<file path="config.mk">
export PLATFORM = sky130hd
export DESIGN_NAME = selfcal_seq
export DESIGN_NICKNAME = d
export VERILOG_FILES = /design/src/rtl/selfcal_pkg.sv /design/src/rtl/selfcal_cmdqual.sv /design/src/rtl/selfcal_timers.sv /design/src/rtl/selfcal_ctrl.sv /design/src/rtl/selfcal_seq.sv
export SDC_FILE = /design/constraint.sdc
export NUM_CORES = 1
export LEC_CHECK = 0
export ABC_AREA = 1
export ABC_CLOCK_PERIOD_IN_PS = 1800
export CAP_MARGIN = 15
export CORE_AREA = 2 2 55 57
export CTS_BUF_LIST = sky130_fd_sc_hd__clkbuf_2 sky130_fd_sc_hd__clkbuf_4 sky130_fd_sc_hd__clkbuf_8
export CTS_CLUSTER_SIZE = 20
export DETAILED_ROUTE_END_ITERATION = 10
export DIE_AREA = 0 0 57 59
export SKIP_LAST_GASP = 1
export SLEW_MARGIN = 20
export SYNTH_ARGS = -nofsm -noshare
export SYNTH_HDL_FRONTEND = slang
export SYNTH_SLANG_ARGS = --single-unit
</file>
<file path="constraint.sdc">
create_clock -name clk -period 1.8 [get_ports clk]
set_input_delay 0.36 -clock clk [delete_from_list [all_inputs] [get_ports clk]]
set_output_delay 0.36 -clock clk [all_outputs]
set_load 0.01 [all_outputs]
</file>
<file path="src/rtl/selfcal_pkg.sv">
package selfcal_pkg;

  typedef enum logic [1:0] {
    ST_CHECK = 2'd0,
    ST_DELAY = 2'd1,
    ST_IDLE  = 2'd2,
    ST_CAL   = 2'd3
  } seqState_t;

  typedef struct packed {
    logic dlyClr;
    logic dlyRun;
    logic calClr;
    logic calRun;
  } seqStrobe_t;

endpackage

</file>
<file path="src/rtl/selfcal_cmdqual.sv">
module selfcal_cmdqual #(
  parameter int LOW_MIN  = 3,
  parameter int HIGH_MIN = 3
) (
  input  logic clk,
  input  logic rstN,
  input  logic calCmd,
  output logic cmdFire
);
  localparam int LW = $clog2(LOW_MIN + 1);
  localparam int HW = $clog2(HIGH_MIN + 1);

  logic [LW-1:0] lowCnt;
  logic [HW-1:0] highCnt;
  logic          armed;
  logic [HW-1:0] nextHigh;

  always_comb begin
    if (armed)
      nextHigh = highCnt + HW'(1);
    else if (lowCnt >= LW'(LOW_MIN))
      nextHigh = HW'(1);
    else
      nextHigh = '0;
  end

  always_ff @(posedge clk or negedge rstN) begin
    if (!rstN) begin
      lowCnt  <= '0;
      highCnt <= '0;
      armed   <= 1'b0;
      cmdFire <= 1'b0;
    end else if (!calCmd) begin
      if (lowCnt != LW'(LOW_MIN)) lowCnt <= lowCnt + LW'(1);
      highCnt <= '0;
      armed   <= 1'b0;
      cmdFire <= 1'b0;
    end else begin
      lowCnt <= '0;
      if (nextHigh == HW'(HIGH_MIN)) begin
        cmdFire <= 1'b1;
        armed   <= 1'b0;
        highCnt <= '0;
      end else begin
        cmdFire <= 1'b0;
        armed   <= (nextHigh != '0);
        highCnt <= nextHigh;
      end
    end
  end

  // a qualified command yields a one-cycle pulse
  a_r6_single_fire: assert property (@(posedge clk) disable iff (!rstN)
    cmdFire |=> !cmdFire);
  // a pulse only ever follows a high sample of the pin
  a_r8_fire_after_high: assert property (@(posedge clk) disable iff (!rstN)
    cmdFire |-> $past(calCmd));

endmodule

</file>
<file path="src/rtl/selfcal_timers.sv">
module selfcal_timers
  import selfcal_pkg::*;
#(
  parameter int DELAY_SHORT = 20,
  parameter int DELAY_LONG  = 50,
  parameter int CAL_LEN     = 12
) (
  input  logic       clk,
  input  logic       rstN,
  input  logic       delaySel,
  input  seqStrobe_t strb,
  output logic       dlyDone,
  output logic       calDone
);
  localparam int DMAX = (DELAY_LONG > DELAY_SHORT) ? DELAY_LONG : DELAY_SHORT;
  localparam int DW   = $clog2(DMAX + 1);
  localparam int CW   = $clog2(CAL_LEN + 1);

  logic [DW-1:0] dlyCnt;
  logic [DW-1:0] dlyLast;
  logic [CW-1:0] calCnt;

  assign dlyLast = delaySel ? DW'(DELAY_LONG - 1) : DW'(DELAY_SHORT - 1);
  assign dlyDone = (dlyCnt >= dlyLast);
  assign calDone = (calCnt == CW'(CAL_LEN - 1));

  always_ff @(posedge clk or negedge rstN) begin
    if (!rstN)            dlyCnt <= '0;
    else if (strb.dlyClr) dlyCnt <= '0;
    else if (strb.dlyRun) dlyCnt <= dlyCnt + DW'(1);
  end

  always_ff @(posedge clk or negedge rstN) begin
    if (!rstN)            calCnt <= '0;
    else if (strb.calClr) calCnt <= '0;
    else if (strb.calRun) calCnt <= calCnt + CW'(1);
  end

  // the busy interval never counts past its length
  a_r5_cal_bound: assert property (@(posedge clk) disable iff (!rstN)
    calCnt <= CW'(CAL_LEN - 1));
  // the counter restarts only on a fresh calibration
  a_r5_clear_once: assert property (@(posedge clk) disable iff (!rstN)
    strb.calClr |=> (calCnt == '0));

endmodule

</file>
<file path="src/rtl/selfcal_ctrl.sv">
module selfcal_ctrl
  import selfcal_pkg::*;
(
  input  logic       clk,
  input  logic       rstN,
  input  logic       pwrDown,
  input  logic       calCmd,
  input  logic       cmdFire,
  input  logic       dlyDone,
  input  logic       calDone,
  output seqStrobe_t strb,
  output logic       calBusy
);
  seqState_t st, stNext;

  always_comb begin
    stNext = st;
    strb   = '0;
    unique case (st)
      ST_CHECK: begin
        strb.dlyClr = 1'b1;
        stNext = calCmd ? ST_IDLE : ST_DELAY;
      end
      ST_DELAY: begin
        if (!pwrDown) begin
          if (cmdFire || dlyDone) begin
            stNext      = ST_CAL;
            strb.calClr = 1'b1;
          end else begin
            strb.dlyRun = 1'b1;
          end
        end
      end
      ST_IDLE: begin
        if (cmdFire && !pwrDown) begin
          stNext      = ST_CAL;
          strb.calClr = 1'b1;
        end
      end
      ST_CAL: begin
        if (pwrDown || calDone) stNext = ST_IDLE;
        else                    strb.calRun = 1'b1;
      end
      default: stNext = ST_IDLE;
    endcase
  end

  always_ff @(posedge clk or negedge rstN) begin
    if (!rstN) st <= ST_CHECK;
    else       st <= stNext;
  end

  assign calBusy = (st == ST_CAL);

  // power-down sampled high leaves no calibration running
  a_r11_pd_stops: assert property (@(posedge clk) disable iff (!rstN)
    pwrDown |=> !calBusy);
  // a start is caused by the delay or by a command
  a_r2_start_cause: assert property (@(posedge clk) disable iff (!rstN)
    $rose(calBusy) |-> ($past(cmdFire) || $past(dlyDone)));
  // busy ends only on completion or power-down
  a_r5_end_cause: assert property (@(posedge clk) disable iff (!rstN)
    $fell(calBusy) |-> ($past(calDone) || $past(pwrDown)));

endmodule

</file>
<file path="src/rtl/selfcal_seq.sv">
module selfcal_seq
  import selfcal_pkg::*;
#(
  parameter int LOW_MIN     = 3,
  parameter int HIGH_MIN    = 3,
  parameter int DELAY_SHORT = 20,
  parameter int DELAY_LONG  = 50,
  parameter int CAL_LEN     = 12
) (
  input  logic clk,
  input  logic rstN,
  input  logic pwrDown,
  input  logic delaySel,
  input  logic calCmd,
  output logic calBusy,
  output logic clkHalt,
  output logic dataInvalid
);
  seqStrobe_t strb;
  logic cmdFire, dlyDone, calDone, busy;

  selfcal_cmdqual #(.LOW_MIN(LOW_MIN), .HIGH_MIN(HIGH_MIN)) uQual (
    .clk(clk), .rstN(rstN), .calCmd(calCmd), .cmdFire(cmdFire));

  selfcal_ctrl uCtrl (
    .clk(clk), .rstN(rstN), .pwrDown(pwrDown), .calCmd(calCmd),
    .cmdFire(cmdFire), .dlyDone(dlyDone), .calDone(calDone),
    .strb(strb), .calBusy(busy));

  selfcal_timers #(.DELAY_SHORT(DELAY_SHORT), .DELAY_LONG(DELAY_LONG),
                   .CAL_LEN(CAL_LEN)) uTim (
    .clk(clk), .rstN(rstN), .delaySel(delaySel), .strb(strb),
    .dlyDone(dlyDone), .calDone(calDone));

  assign calBusy     = busy;
  assign clkHalt     = busy;
  assign dataInvalid = busy;

  // nothing is flagged while reset holds
  always_comb a_r1_reset_quiet: assert (rstN || !busy);

endmodule

</file>
Word-level counts from Yosys, hierarchy flattened
Cells that the tools add are included.
{"block": "totals", "out_inout_bits": 3, "inputBits": 5, "ff_bits": 18}
{"block": "classes", "eq_ne": 10, "reduce_logical": 10, "order_cmp": 2, "n_mux": 30, "n_addsub": 4}
{"op": "two-way mux 2 bit", "n": 11}
{"op": "two-way mux 6 bit", "n": 3}
{"op": "two-way mux 1 bit", "n": 12}
{"op": "two-way mux 4 bit", "n": 2}
{"op": "case mux 2 bit (4 select lines)", "n": 1}
{"op": "nonzero test 2 bit", "n": 4}
{"op": "adder 6 x 1 -> 6 bit (second input constant)", "n": 1}
{"op": "== test 2 bit (second input constant)", "n": 3}
{"op": "greater-or-equal comparator 6 bit", "n": 1}
{"op": "!= test 2 x 1 -> 1 bit (second input constant)", "n": 3}
{"op": "adder 2 x 1 -> 2 bit (second input constant)", "n": 2}
{"op": "adder 4 x 1 -> 4 bit (second input constant)", "n": 1}
{"op": "== test 4 bit (second input constant)", "n": 1}
{"op": "!= test 2 bit (second input constant)", "n": 2}
{"op": "AND reduction 4 bit", "n": 1}
{"op": "== test 2 x 1 -> 1 bit (second input constant)", "n": 1}
{"op": "greater-or-equal comparator 2 bit (second input constant)", "n": 1}
{"op": "zero test 2 bit", "n": 1}
{"op": "logical OR 1 bit", "n": 2}
{"op": "case mux 1 bit (2 select lines)", "n": 1}
{"op": "logical AND 1 bit", "n": 1}
{"op": "zero test 1 bit", "n": 1}

Longest topological paths before layout
{"block": "logic_depth", "depth_word": 8, "mapped_depth": 10, "ltp_nobuf": 10}

By module
A second synthesis with hierarchy kept.
{"block": "hier_totals", "hier_cells": 151, "area_unflattened_um2": 1151.1}
{"mod": "selfcal_timers", "seq_area_each_um2": 250.2, "instances": 1, "area_each_um2": 576.8, "cells_each": 73}
{"mod": "selfcal_cmdqual", "seq_area_each_um2": 150.1, "instances": 1, "area_each_um2": 312.8, "cells_each": 37}
{"mod": "selfcal_ctrl", "seq_area_each_um2": 50.0, "instances": 1, "area_each_um2": 246.5, "cells_each": 39}
{"mod": "selfcal_seq", "seq_area_each_um2": 0.0, "instances": 1, "area_each_um2": 15.0, "cells_each": 2}

Worst setup path after synthesis
No wires, ideal clock.
{"block": "synth_path", "path_kind": "reg-to-reg", "from": "reg uTim.dlyCnt[1]", "to": "reg uTim.dlyCnt[3]", "arrival_time_ns": 1.187, "path_buffers": 0, "setup_time_ns": 0.117, "setup_slack_ns": 0.496, "stages_incl_launch_ff": 10, "required_ns": 1.683, "path_cell_list": "dfrtp_1 -> ha_1 -> nand2_1 -> nand3_1 -> nand2_2 -> nand3_2 -> nand2_4 -> inv_4 -> nand2_1 -> nand2_1"}
{"block": "synth_between", "elab_chain_cells": 6, "word_cells_on_any_way": 9, "classes_between": "add/sub (1); order compare (1); mux (5); reduce/logical (2)"}
{"element": "from (decl)", "line_no": "selfcal_timers.sv:19", "text": "logic [DW-1:0] dlyCnt;"}
{"element": "from (signal assigned)", "line_no": "selfcal_timers.sv:30", "text": "else if (strb.dlyRun) dlyCnt <= dlyCnt + DW'(1);"}
{"element": "greater-or-equal comparator 6 bit", "line_no": "selfcal_timers.sv:24", "text": "assign dlyDone = (dlyCnt >= dlyLast);"}
{"element": "logical OR 1 bit", "line_no": "selfcal_ctrl.sv:26", "text": "if (cmdFire || dlyDone) begin"}
{"element": "two-way mux 1 bit", "line_no": "selfcal_ctrl.sv:26"}
{"element": "two-way mux 2 bit", "line_no": "selfcal_ctrl.sv:25", "text": "if (!pwrDown) begin"}
{"element": "two-way mux 1 bit", "line_no": "selfcal_ctrl.sv:19", "text": "unique case (st)"}
{"element": "nonzero test 2 bit (no source line)"}
Several ways; a longest one is shown, not always the timed one. The select of a mux whose other input is x is not followed.
A chain may end at the register's enable or synchronous reset.

Worst setup path in the final report
{"block": "layout_path", "from": "in delaySel", "to": "reg uTim.dlyCnt[1]"}
{"block": "layout_between", "elab_chain_cells": 7}
{"element": "from (decl)", "line_no": "selfcal_seq.sv:13", "text": "input logic delaySel,"}
{"element": "two-way mux 6 bit", "line_no": "selfcal_timers.sv:23", "text": "assign dlyLast = delaySel ? DW'(DELAY_LONG - 1) : DW'(DELAY_SHORT - 1);"}
{"element": "greater-or-equal comparator 6 bit", "line_no": "selfcal_timers.sv:24"}
{"element": "logical OR 1 bit", "line_no": "selfcal_ctrl.sv:26"}
{"element": "two-way mux 1 bit", "line_no": "selfcal_ctrl.sv:26"}
{"element": "two-way mux 2 bit", "line_no": "selfcal_ctrl.sv:25"}
{"element": "two-way mux 1 bit", "line_no": "selfcal_ctrl.sv:19"}
{"element": "nonzero test 2 bit (no source line)"}
Every way passes these cells.

==> results.md <==
* Status: finished, final reports clean
* Die Ht at 59 µm
* Vias per std cell at 4.82
* Endpoint class of the critical path: flip-flop
* Number of flops mapped to enable cells by yosys at 0
* Xor/xnor cell area share of the yosys netlist at 0.0377
* CTS Buffer Depth at 2
* Core Region at 2710 µm²
* Area share of the largest cell type after synthesis at 0.388
* Tightest Pin Transition at 354 ps
* Critical path arrival at 1720 ps
* Peak VDD IR at 698 µV
* Layout area overhead at 14.0%
* WS Path Type: in2reg
* GRT Total Usage at 0.133
* Ports at 8
* Area leader, netlist: dfrtp_1
* IO Port Bufs at 7
* H-Tree Depth at 1
* Starting density of the core at 0.429
* # diodes at 0
* Routed vias at 925
* Most frequent cell after synthesis: nand2_1
* Non-Filler Instances at 192
* Hpwl dp at 1620 µm
* Final setup viols at 0
* Relative slew slack at 0.762
* Initial antenna violation count at 0
* Layout Nets at 179
* Yosys reg bits at 18
* Largest net degree at the start of global routing at 19
* CTS hold repair buffers at 0
* Number of global-route vias before repair at 879
* Hold Path Class: in2async
* Worst setup SP type: primary input
* P per Cell Area at 1300 nW/µm²
* Fin. Hold Viols at 0
* Top cells by area, synth: dfrtp_1 39%, nand2_1 14%, ha_1 13%
* Syn nets at 166
* Post-synthesis sequential area ratio at 0.388
* Ratio of cells with drive above 1 in the final layout at 0.124
* Residual DRC at 0
* Achievable Freq at 649 MHz
* CTS tree: built
* Routed Antenna Nets at 0
* Total CTS buffers at 3
* Fin crit share at 0.857
* Die width at 57 µm
* FP Rows at 19
* Post-Synthesis Cells at 149
* Maxcap violations at 0
* Post-DP Area at 1260 µm²
* Final worst slack at 258 ps
* Avg WL per Cell at 10.2 µm
* Top cells by count, synth: 42 x nand2_1, 19 x inv_1, 18 x dfrtp_1
* Max FO, Critical Path at 8
* DRT iter0 DRCs at 26
* Unrepaired setup endpoints after global routing: false
* Finished Cell Area at 1330 µm²
* Placed cell count at 186
* GRT overflow at 0
* Worst EP required at 1980 ps
* Slew Viols, Final at 0
* Async set-reset flop share out of synthesis at 1.00
* Mapped cell area at 1160 µm²
* Clock transition at the registers of the reported paths at 100 ps
* Final Core Density at 0.489
* TritonCTS Sinks at 18
* Largest family of logic cells by synthesized area: simple AND/OR/NAND/NOR gates
* Clock period minus worst slack at 1540 ps
* Worst-Skew Late Latency at 280 ps
* Avg Inst Size Synth at 7.80 µm²
* R2R setup slack at 300 ps
* Final Skew at 4.80 ps
* Worst Reg-to-Reg Cells at 10
* Setup Slack @ Placement at -54.6 ps
* Simple-Gate Fraction of Synth Area at 0.296
* LEAKAGE at 0.761 nW
* Fillers at 287
* Placer congestion estimate at 0.816
* Multiplexer share of the synthesized area at 0
* Post-synthesis compound-gate area fraction at 0.0538
* Initial DRT Pass Iterations at 4
* First-pass GRT wire length at 3550 µm
* Root Driver: clkbuf_4
* Drt total wl at 1960 µm
* Yosys warnings at 0
* Worst hold slack at 385 ps
* Adder-Cell Fraction of Synth Area at 0.129
* Synth cell types at 23
* Full die area at 3360 µm²
* Primary FF master, synth: dfrtp_1
logic make-up (layout without fill, tap and decap cells):
family	after synthesis	in the layout
flip-flops	18	18
adder cells (fa/ha/maj)	12	12
AND/OR/NAND/NOR	76	76
buffers and inverters	27	39
XOR/XNOR	5	5
AO/OA/AOI/OAI	11	11
repair_timing:
item / 4_1_cts / 5_1_grt
resized for setup: 1 / 3
setup buffers: 2 / 0
endpoints found under the setup margin: 3 / 3
pin swaps: 0 / 0
final cells by class:
class                   count  area [µm²]  share of cell area
flip-flops and latches     18         450               0.340
repair buffers             10         100              0.0755
inverters                  25        96.3              0.0727
multi-input cells         104         603               0.455
clock buffers               4        36.3              0.0274
well taps                  31        38.8              0.0293
flip-flops by register name, summed over array words and instances, names as in the netlist:
signal,cells
uQual.armed,1
uTim.dlyCnt,6
uQual.highCnt,2
uTim.calCnt,4
uCtrl.st,2
uQual.cmdFire,1
uQual.lowCnt,2
cells in the final DEF (no fill, tap or decap), types with 2 or more instances in the layout:
cell,count
a21oi_1,5
buf_4,3
clkbuf_4,3
clkdlybuf4s50_1,4
dfrtp_1,18
dlymetal6s2s_1,3
ha_1,11
inv_1,19
inv_2,4
nand2_1,42
nand2_2,3
nand3_1,12
nand3_2,2
nand4_1,3
nor2_1,11
o21ai_0,2
o21bai_1,2
xor2_1,4
critical path, cell delays in order:
cell	delay [ps]
clkdlybuf4s50_1	490
inv_1	50
ha_1	280
nand2_1	80
inv_2	40
nand2_2	80
nand3_2	80
nand2_4	120
inv_4	50
nand2_1	50
nand2_1	50
path summary, 6_finish.rpt:
path | start | to
worst min register to register | uQual.lowCnt[1] | uQual.lowCnt[1]
worst max register to register | uCtrl.st[1] | uTim.dlyCnt[1]
worst min-delay path | rstN | uQual.armed
worst max-delay path | delaySel | uTim.dlyCnt[1]
max in group asynchronous | rstN | uQual.cmdFire
min in group clk | uQual.lowCnt[1] | uQual.lowCnt[1]
power breakdown:
part           internal, mW  switching [mW]  leakage, nW  total [mW]
logic                 0.355           0.492        0.505       0.847
registers             0.523           0.111        0.235       0.634
clock network         0.123           0.115       0.0210       0.238
routing by layer:
layer	vias to the layer above	wire, µm	track usage
li1	491	-	-
met2	10	855	0.223
met1	420	1010	0.175
met5	-	0	0
met3	4	48	0.0153
met4	0	42	0.0598
through the flow:
stage / total power [mW] / TNS (ps)
2_1_floorplan: 1.27 / 0
3_3_place_gp: 1.44 / -89.3
3_5_place_dp: 1.47 / -326
4_1_cts: 1.75 / 0
5_1_grt: 1.89 / 0
6_report: 1.72 / 0
No activity file was read; power rests on OpenSTA's default activity.
